--- src/rtl/ldma_pkg.sv ---
package ldma_pkg;
    localparam int WORD_W     = 32;
    localparam int DESC_WORDS = 4;
    localparam int IDX_W      = $clog2(DESC_WORDS);
    localparam int ALIGN_LSB  = 5;
    localparam int MODE_W     = 6;

    // descriptor word positions
    localparam int D_COUNT = 0;
    localparam int D_SRC   = 1;
    localparam int D_DST   = 2;
    localparam int D_LINK  = 3;

    // control bits
    localparam int M_GO     = 0;
    localparam int M_ABORT  = 1;
    localparam int M_EXT    = 2;
    localparam int M_ERR_IE = 3;
    localparam int M_SEG_IE = 4;
    localparam int M_EOL_IE = 5;

    // status bits
    localparam int S_ERR  = 0;
    localparam int S_SEG  = 1;
    localparam int S_EOL  = 2;
    localparam int S_BUSY = 3;
    localparam int S_HALT = 4;

    // link word flag bits
    localparam int L_EOL   = 0;
    localparam int L_SEG   = 1;
    localparam int L_SNOOP = 2;

    typedef enum logic [1:0] {
        REG_CTRL = 2'd0,
        REG_STAT = 2'd1,
        REG_CUR  = 2'd2,
        REG_NEXT = 2'd3
    } ldma_reg_e;

    typedef enum logic [2:0] {
        W_IDLE, W_WAIT, W_FETCH, W_ISSUE, W_XFER
    } walk_state_e;

    typedef struct packed {
        logic [WORD_W-1:0] link;
        logic [WORD_W-1:0] dst;
        logic [WORD_W-1:0] src;
        logic [WORD_W-1:0] count;
    } ldma_desc_t;

    typedef struct packed {
        logic err;
        logic seg;
        logic eol;
    } ldma_evt_t;

    function automatic logic [WORD_W-1:0] link_base(input logic [WORD_W-1:0] w);
        return {w[WORD_W-1:ALIGN_LSB], {ALIGN_LSB{1'b0}}};
    endfunction
endpackage

--- src/rtl/ldma_walker.sv ---
module ldma_walker
    import ldma_pkg::*;
(
    input  logic              clk,
    input  logic              rst,
    input  logic              launch,
    input  logic              launch_ext,
    input  logic              abort,
    input  logic              chan_reset,
    input  logic              ext_start,
    input  logic              cur_we,
    input  logic [WORD_W-1:0] cur_wdata,
    output logic              busy,
    output ldma_evt_t         evt,
    output logic [WORD_W-1:0] cur_link,
    output logic [WORD_W-1:0] next_link,
    output logic              mem_req,
    output logic [WORD_W-1:0] mem_addr,
    output logic              mem_snoop,
    input  logic              mem_ack,
    input  logic [WORD_W-1:0] mem_rdata,
    output logic              mv_go,
    output logic [WORD_W-1:0] mv_count,
    output logic [WORD_W-1:0] mv_src,
    output logic [WORD_W-1:0] mv_dst,
    input  logic              mv_done,
    input  logic              mv_err
);
    localparam logic [IDX_W-1:0] LAST_IDX = IDX_W'(DESC_WORDS - 1);

    walk_state_e       state;
    logic [IDX_W-1:0]  idx;
    logic [WORD_W-1:0] dw [DESC_WORDS];
    ldma_desc_t        desc;
    logic              stop;
    logic              xfer_end;

    assign stop     = abort | chan_reset;
    assign xfer_end = (state == W_XFER) & ~stop;

    // one capture register per descriptor word
    for (genvar gi = 0; gi < DESC_WORDS; gi++) begin : g_word
        always_ff @(posedge clk) begin
            if (rst)
                dw[gi] <= '0;
            else if (state == W_FETCH && mem_ack && !stop && idx == IDX_W'(gi))
                dw[gi] <= mem_rdata;
        end
    end

    assign desc = '{link: dw[D_LINK], dst: dw[D_DST], src: dw[D_SRC], count: dw[D_COUNT]};

    always_ff @(posedge clk) begin
        if (rst) begin
            state    <= W_IDLE;
            idx      <= '0;
            cur_link <= '0;
        end else if (stop) begin
            state <= W_IDLE;
            idx   <= '0;
        end else begin
            unique case (state)
                W_IDLE: begin
                    if (launch) begin
                        state <= launch_ext ? W_WAIT : W_FETCH;
                        idx   <= '0;
                    end else if (cur_we) begin
                        cur_link <= cur_wdata;
                    end
                end
                W_WAIT:  if (ext_start) state <= W_FETCH;
                W_FETCH: begin
                    if (mem_ack) begin
                        if (idx == LAST_IDX) begin
                            state <= W_ISSUE;
                            idx   <= '0;
                        end else begin
                            idx <= idx + 1'b1;
                        end
                    end
                end
                W_ISSUE: state <= W_XFER;
                W_XFER: begin
                    if (mv_err) begin
                        state <= W_IDLE;
                    end else if (mv_done) begin
                        if (desc.link[L_EOL]) begin
                            state <= W_IDLE;
                        end else begin
                            cur_link <= desc.link;
                            state    <= W_FETCH;
                        end
                    end
                end
                default: state <= W_IDLE;
            endcase
        end
    end

    assign busy      = (state != W_IDLE);
    assign mem_req   = (state == W_FETCH);
    assign mem_addr  = link_base(cur_link) + {{(WORD_W-IDX_W-2){1'b0}}, idx, 2'b00};
    assign mem_snoop = cur_link[L_SNOOP];
    assign mv_go     = (state == W_ISSUE);
    assign mv_count  = desc.count;
    assign mv_src    = desc.src;
    assign mv_dst    = desc.dst;
    assign next_link = desc.link;

    assign evt.err = xfer_end & mv_err;
    assign evt.seg = xfer_end & ~mv_err & mv_done & desc.link[L_SEG];
    assign evt.eol = xfer_end & ~mv_err & mv_done & desc.link[L_EOL];

    assert_fetch_step_R2: assert property (@(posedge clk) disable iff (rst)
        (mem_req && mem_ack && !stop) |=> (mem_req ? (mem_addr == $past(mem_addr) + 4) : mv_go))
        else $error("fetch address did not step by one word");

    assert_go_after_fetch_R3: assert property (@(posedge clk) disable iff (rst)
        mv_go |-> ($past(mem_ack) && !mem_req))
        else $error("mover launched without a completed fetch");

    assert_go_single_R3: assert property (@(posedge clk) disable iff (rst)
        mv_go |=> !mv_go)
        else $error("mover launch longer than one cycle");

    assert_err_stops_R7: assert property (@(posedge clk) disable iff (rst)
        (state == W_XFER && mv_err && !stop) |=> (!busy && !mem_req))
        else $error("channel kept running after mover error");
endmodule

--- src/rtl/ldma_regs.sv ---
module ldma_regs
    import ldma_pkg::*;
(
    input  logic              clk,
    input  logic              rst,
    input  logic              reg_we,
    input  logic [1:0]        reg_addr,
    input  logic [WORD_W-1:0] reg_wdata,
    output logic [WORD_W-1:0] reg_rdata,
    input  logic              busy,
    input  ldma_evt_t         evt,
    input  logic [WORD_W-1:0] cur_link,
    input  logic [WORD_W-1:0] next_link,
    output logic              launch,
    output logic              launch_ext,
    output logic              abort,
    output logic              chan_reset,
    output logic              cur_we,
    output logic              irq
);
    localparam logic [MODE_W-1:0] ACTION_MASK = MODE_W'((1 << M_GO) | (1 << M_ABORT));

    ldma_reg_e         sel;
    logic [MODE_W-1:0] ctrl_q;
    ldma_evt_t         ev_q;
    ldma_evt_t         clr;
    logic              halted_q;
    logic              wr_ctrl;
    logic              wr_stat;

    assign sel     = ldma_reg_e'(reg_addr);
    assign wr_ctrl = reg_we & (sel == REG_CTRL);
    assign wr_stat = reg_we & (sel == REG_STAT);

    assign chan_reset = wr_ctrl & (reg_wdata == '0);
    assign launch     = wr_ctrl & reg_wdata[M_GO] & ~reg_wdata[M_ABORT] & ~busy;
    assign launch_ext = reg_wdata[M_EXT];
    assign abort      = wr_ctrl & reg_wdata[M_ABORT] & busy;
    assign cur_we     = reg_we & (sel == REG_CUR) & ~busy;

    assign clr.err = wr_stat & reg_wdata[S_ERR];
    assign clr.seg = wr_stat & reg_wdata[S_SEG];
    assign clr.eol = wr_stat & reg_wdata[S_EOL];

    always_ff @(posedge clk) begin
        if (rst) begin
            ctrl_q   <= '0;
            ev_q     <= '0;
            halted_q <= 1'b0;
        end else begin
            if (wr_ctrl)
                ctrl_q <= reg_wdata[MODE_W-1:0] & ~ACTION_MASK;
            if (chan_reset)
                ev_q <= '0;
            else
                ev_q <= (ev_q & ~clr) | evt;
            if (chan_reset || launch)
                halted_q <= 1'b0;
            else if (abort || evt.err)
                halted_q <= 1'b1;
        end
    end

    always_comb begin
        reg_rdata = '0;
        unique case (sel)
            REG_CTRL: reg_rdata[MODE_W-1:0] = ctrl_q;
            REG_STAT: begin
                reg_rdata[S_ERR]  = ev_q.err;
                reg_rdata[S_SEG]  = ev_q.seg;
                reg_rdata[S_EOL]  = ev_q.eol;
                reg_rdata[S_BUSY] = busy;
                reg_rdata[S_HALT] = halted_q;
            end
            REG_CUR:  reg_rdata = cur_link;
            REG_NEXT: reg_rdata = next_link;
            default:  reg_rdata = '0;
        endcase
    end

    assign irq = (ev_q.err & ctrl_q[M_ERR_IE]) |
                 (ev_q.seg & ctrl_q[M_SEG_IE]) |
                 (ev_q.eol & ctrl_q[M_EOL_IE]);

    assert_halt_idle_R7: assert property (@(posedge clk) disable iff (rst)
        !(busy && halted_q))
        else $error("busy and halted both set");

    assert_w1c_clears_R8: assert property (@(posedge clk) disable iff (rst)
        (wr_stat && reg_wdata[S_ERR] && !evt.err) |=> !ev_q.err)
        else $error("error bit survived a write-one clear");

    assert_abort_halts_R9: assert property (@(posedge clk) disable iff (rst)
        abort |=> (!busy && halted_q))
        else $error("abort did not halt the channel");

    assert_zero_ctrl_R11: assert property (@(posedge clk) disable iff (rst)
        chan_reset |=> (!busy && !irq && !halted_q))
        else $error("zero control write did not reset the channel");
endmodule

--- src/rtl/ldma_chan.sv ---
module ldma_chan
    import ldma_pkg::*;
(
    input  logic              clk,
    input  logic              rst,
    input  logic              reg_we,
    input  logic [1:0]        reg_addr,
    input  logic [WORD_W-1:0] reg_wdata,
    output logic [WORD_W-1:0] reg_rdata,
    input  logic              ext_start,
    output logic              mem_req,
    output logic [WORD_W-1:0] mem_addr,
    output logic              mem_snoop,
    input  logic              mem_ack,
    input  logic [WORD_W-1:0] mem_rdata,
    output logic              mv_go,
    output logic [WORD_W-1:0] mv_count,
    output logic [WORD_W-1:0] mv_src,
    output logic [WORD_W-1:0] mv_dst,
    input  logic              mv_done,
    input  logic              mv_err,
    output logic              irq
);
    logic              busy;
    ldma_evt_t         evt;
    logic [WORD_W-1:0] cur_link;
    logic [WORD_W-1:0] next_link;
    logic              launch;
    logic              launch_ext;
    logic              abort;
    logic              chan_reset;
    logic              cur_we;

    ldma_regs u_regs (
        .clk        (clk),
        .rst        (rst),
        .reg_we     (reg_we),
        .reg_addr   (reg_addr),
        .reg_wdata  (reg_wdata),
        .reg_rdata  (reg_rdata),
        .busy       (busy),
        .evt        (evt),
        .cur_link   (cur_link),
        .next_link  (next_link),
        .launch     (launch),
        .launch_ext (launch_ext),
        .abort      (abort),
        .chan_reset (chan_reset),
        .cur_we     (cur_we),
        .irq        (irq)
    );

    ldma_walker u_walker (
        .clk        (clk),
        .rst        (rst),
        .launch     (launch),
        .launch_ext (launch_ext),
        .abort      (abort),
        .chan_reset (chan_reset),
        .ext_start  (ext_start),
        .cur_we     (cur_we),
        .cur_wdata  (reg_wdata),
        .busy       (busy),
        .evt        (evt),
        .cur_link   (cur_link),
        .next_link  (next_link),
        .mem_req    (mem_req),
        .mem_addr   (mem_addr),
        .mem_snoop  (mem_snoop),
        .mem_ack    (mem_ack),
        .mem_rdata  (mem_rdata),
        .mv_go      (mv_go),
        .mv_count   (mv_count),
        .mv_src     (mv_src),
        .mv_dst     (mv_dst),
        .mv_done    (mv_done),
        .mv_err     (mv_err)
    );
endmodule

--- config.mk ---
export PLATFORM = sky130hd
export DESIGN_NAME = ldma_chan
export DESIGN_NICKNAME = d
export VERILOG_FILES = /design/src/rtl/ldma_pkg.sv /design/src/rtl/ldma_walker.sv /design/src/rtl/ldma_regs.sv /design/src/rtl/ldma_chan.sv
export SDC_FILE = /design/constraint.sdc
export NUM_CORES = 1
export LEC_CHECK = 0
export ABC_AREA = 1
export BUFFER_PORTS_ARGS = -buffer_cell sky130_fd_sc_hd__buf_2
export CORE_MARGIN = 2
export CORE_UTILIZATION = 57
export DETAILED_ROUTE_END_ITERATION = 10
export PLACE_DENSITY = 0.89
export SLEW_MARGIN = 20
export SYNTH_ARGS = -nofsm -noshare
export SYNTH_HDL_FRONTEND = slang
export SYNTH_SLANG_ARGS = --single-unit
--- constraint.sdc ---
create_clock -name clk -period 5.2 [get_ports clk]
set_clock_uncertainty 0.15 [all_clocks]
set_input_delay 0.52 -clock clk [delete_from_list [all_inputs] [get_ports clk]]
set_output_delay 0.52 -clock clk [all_outputs]
set_load 0.02 [all_outputs]
Word-level counts from Yosys, hierarchy flattened
Memory sizes are Yosys's and may differ from the RTL's.
Index checks and enable logic that the tools add are counted.
- bitwise gates (word level): 36
- eq/ne operators: 20
- $add $sub $neg: 2
- multiplexer cells: 40
- reduce and logical (&&, ||, !) cells: 22
- operator list (operator ; count):
    two-way mux 32 bit ; 9
    case mux 32 bit (2 select lines) ; 1
    case mux 26 bit (2 select lines) ; 1
    adder 32 x 4 -> 32 bit ; 1
    zero test 32 bit ; 1
    AND 1 bit ; 22
    case mux 5 bit (4 select lines) ; 1
    two-way mux 3 bit ; 6
    case mux 3 bit (5 select lines) ; 1
    two-way mux 1 bit ; 14
    != test 2 bit, second input constant ; 7
    two-way mux 2 bit ; 5
    equality test 2 bit, second input constant ; 4
    OR 1 bit ; 7
    AND reduction 7 bit ; 1
    equality test 3 x 2 -> 1 bit, second input constant ; 2
    logical AND 1 bit ; 6
    OR reduction 2 bit ; 3
    AND reduction 5 bit ; 1
    equality test 2 x 1 -> 1 bit, second input constant ; 2
    zero test 2 bit ; 2
    != test 2 x 1 -> 1 bit, second input constant ; 2
    inverter 1 bit ; 4
    case mux 2 bit (2 select lines) ; 1
    other kinds (14) ; 16
- input bits: 73
- output and inout port bits: 164
- memories kept: 1
- bits in registers: 45
- word-level logic and storage cells: 129
- RAM bits: 128
- memories (memory ; depth ; width ; read ports ; clocked after Yosys merged registers in ; wr ports ; line ; text):
    u_walker.dw ; 4 ; 32 ; 4 ; 0 ; 4 ; ldma_walker.sv:33 ; logic [WORD_W-1:0] dw [DESC_WORDS];

Logic depth before layout (Yosys ltp)
- word-level depth: 12
- depth in mapped cells: 11
- gate-level depth less buffers: 10

Cells and area by module
Synthesis repeated with hierarchy kept, for this count alone.
- cell total of the unflattened synthesis: 813
- area total of the unflattened synthesis: 7851.3 um^2
- modules (own cells, without submodules) (module ; cells each ; area each (um^2) ; instances ; sequential area each (um^2)):
    ldma_walker ; 665 ; 6962.9 ; 1 ; 4584.4
    ldma_regs ; 148 ; 888.4 ; 1 ; 160.2

Worst setup path after synthesis
OpenSTA, ideal clock, no wires.
- path kind: input port to flip-flop
- start point: input reg_wdata[10]
- end point: memory u_walker.dw[0][0], enable pin
- setup time: 0.478 ns
- required time: 4.572 ns
- arrival time: 2.033 ns
- stages on the path: 8
- path slack: 2.539 ns
- path buffers: 1
- cell sequence: or2_1 nor2_1 nand2_1 nor2_2 nand2_2 nand4_1 buf_2 nand2_1
- RTL lines (item ; line ; text):
    start, declared ; ldma_chan.sv:8 ; input logic [WORD_W-1:0] reg_wdata,
    end, declared ; ldma_walker.sv:33 ;

==> impl_metrics.yaml <==
status:
  status: "finished clean"
critical_path:
  critPathRequiredTime_ns: 5.16
  worst-setup-path-type: "in2reg"
  ff2ff_setup_slack_ns: 1.88
  startpoint_type: "input pin"
  arrival_ns: 3.35
  reg2reg_depth: 8
  cp_max_fo: 43
  end_kind: "register"
  reg2reg_to: "u_walker.dw[2][7]"
  reg2reg_from: "u_walker.state[1]"
run:
  maxCapViolCount: 0
drt:
  drc: 0
  drtIter0Drc: 677
  wl_um: 22100
  routed_via_density: 5.462
  num_vias: 7084
  wl_per_cell_um: 17.04
  drt_first_pass_iters: 6
  ant_nets: 0
logic_synthesis:
  ys_types: 37
  yosys_warnings: 0
  synth_compound_area_frac: 0.06044
  synth_cells: 922
  synthAdderAreaFrac: 0.005999
  yosys.area_share.simple: 0.2238
  netlist_area_um2: 8343
  yosysSeqAreaShare: 0.5687
  ys_seq_elements: 173
  synth-xor-area-share: 0
  synth_mux_area_frac: 0
  syn_avg_cell_area_um2: 9.049
  synth_top_family_by_area: "simple AND/OR/NAND/NOR gates"
final_layout:
  nets: 1177
  num_antenna_cells: 0
  synthToLayoutAreaGrowth_pct: 18.96
  final_util: 0.6881
  num-fill-cells: 1132
  drive_gt1_frac: 0.2704
grt:
  grt_pass1_wl_um: 34300
  grt_pass1_vias: 6529
  grt_max_degree: 69
  grt.total_usage: 0.2794
  antenna_found_initial: 0
  grt_overflow: 0
timing:
  fin_crit_sh: 0.6528
  worst_pin_slew_ns: 1.084
  finalMaxSlewViolations: 0
  setup-violations-final: 0
  fin_tns_setup_ns: 0
  rsz0062_at_grt: "false"
  timing.fmax_mhz: 294.6
  slew_headroom: 0.2763
  fin_crit_ns: 3.395
  hold_viol: 0
floorplanning:
  coreArea_um2: 14420
  start_util: 0.5784
  rows: 44
  ioPinCount: 237
  die_h_um: 125.0
  die_area_um2: 15620
  die-width_um: 125.0
power_and_ir_drop:
  power.density_nw_per_um2: 327.3
  total_leakage_power_nw: 4.693
  peakVddDrop_v: 0.0002624
cts:
  cts_max_level: 4
  cts_hold_buffers: 0
  clk_pin_slew_ns: 0.07
  postCtsSetupBuffers: 0
  clkSinkCount: 173
  cts-root-buf: "clkbuf_16"
  cts_buffers: 17
  cts_tree: "yes"
  cts_buffer_depth: 2
  post_cts_resized: 0
  clock_latency_ns: 0.43
min_path:
  hold_start: "ext_start"
  hold_path_end: "u_walker.state[0]"
  hold_path.class: "in2reg"
  hold-path-cell-count: 4
place:
  gp_congestion: 0.9081
  numPortBuffers: 233
  hpwl_um: 15350
-- state kept, by name (all words and copies together) (netlist names) --
register / flops
u_regs.ctrl_q: 4
u_regs.ev_q: 3
u_regs.halted_q: 1
u_walker.cur_link: 32
u_walker.dw: 128
u_walker.idx: 2
u_walker.state: 3
-- per-stage QoR --
| step | cell area, um2 | hold WS [ns] | instances | total power [mW] | setup slack (ns) |
|---|---|---|---|---|---|
| floorplan | 8351 | 0.3059 | 924 | 1.869 | 2.539 |
| global placement | 9339 | 0.3337 | 1265 | 1.989 | 1.459 |
| detailed placement | 9341 | 0.3366 | 1265 | 1.997 | 1.391 |
| CTS | 9925 | 0.2010 | 1297 | 3.255 | 1.849 |
| global route | 9925 | 0.2448 | 1297 | 3.356 | 1.558 |
| finish | 9925 | 0.2212 | 1297 | 3.248 | 1.805 |
-- critical path, cell delays in order --
cell and delay [ns]:
buf_2 0.13, nor2_4 0.06, nand2_2 0.09, nor2_1 0.05
nand2_1 0.08, nor2_2 0.05, nand2_2 0.60, nand4_4 0.67
nand2_1 0.67, buf_4 0.39
-- cell usage in the layout, fill, tap and decap left out, drive strengths merged --
cell       n
nand3     14
o211ai     1
nand4     40
nand3b     1
o21ai     40
bufinv     2
nor3     132
buf      244
edfxtp   128
a21boi     1
a31oi      1
clkbuf    18
a21oi     11
nor2      65
o2111ai    2
nand2    136
conb       3
or2        1
o221ai     3
ha         4
inv      185
o21a       1
clkinv     7
nor3b      1
o22ai     27
dfxtp     45
-- final cells by class --
class                   count  area [um2]  share of cell area
multi-input cells         484        2440              0.2458
clock inverters            14       153.9             0.01551
repair buffers            244        1251              0.1261
clock buffers              18       429.2             0.04324
inverters                 180       675.6             0.06808
well taps                 184       230.2             0.02320
flip-flops and latches    173        4745              0.4781
-- cells by family after synthesis --
family	Yosys count
compound gates	87
buf+inv	267
other cells	1
flops	173
simple gates	390
fa+ha+maj	4
-- worst max path at each step --
| stage | startpoint | end | slack (ns) | depth (start not counted) |
|---|---|---|---|---|
| finish | reg_addr[0] | u_walker.dw[2][7] | 1.81 | 10 |
| detailed placement | reg_addr[0] | u_walker.dw[2][4] | 1.39 | 10 |
| floorplan | reg_wdata[10] | u_walker.dw[0][0] | 2.54 | 8 |
| global placement | reg_addr[0] | u_walker.dw[2][7] | 1.46 | 10 |
| CTS | reg_addr[0] | u_walker.dw[2][16] | 1.85 | 10 |
| global route | reg_addr[0] | u_walker.dw[2][21] | 1.56 | 10 |
-- synthesized netlist by cell type, drive strengths merged --
master / number / area [um2]
a21boi: 1 / 11.26
inv: 179 / 671.9
a21oi: 11 / 55.05
nor3b: 1 / 7.510
clkbuf: 26 / 97.59
conb: 1 / 3.750
o22ai: 27 / 168.9
or2: 1 / 6.260
dfxtp: 45 / 900.9
nand3b: 1 / 7.510
o21a: 1 / 7.510
ha: 4 / 50.05
edfxtp: 128 / 3844
o2111ai: 2 / 17.52
o221ai: 3 / 26.28
o21ai: 40 / 204.0
clkinv: 1 / 3.750
nand3: 14 / 87.59
buf: 61 / 400.4
nor3: 132 / 715.7
nor2: 65 / 261.5
o211ai: 1 / 7.510
nand2: 136 / 515.5
nand4: 40 / 265.3
a31oi: 1 / 6.260
-- report_power, final --
group	switching (mW)	internal, mW
Sequential	0.0242	1.54
Clock	0.557	0.718
Combinational	0.292	0.118
Total	0.873	2.37
-- metal layers --
| layer | track usage | part of all wire | vias up |
|---|---|---|---|
| met2 | 0.4166 | 0.46 | 423 |
| met1 | 0.3915 | 0.41 | 3234 |
| met3 | 0.07659 | 0.10 | 49 |
| met5 | 0 | 0 | - |
| li1 | - | - | 3378 |
| met4 | 0.1131 | 0.028 | 0 |
No activity file was read; power rests on OpenSTA's default activity.
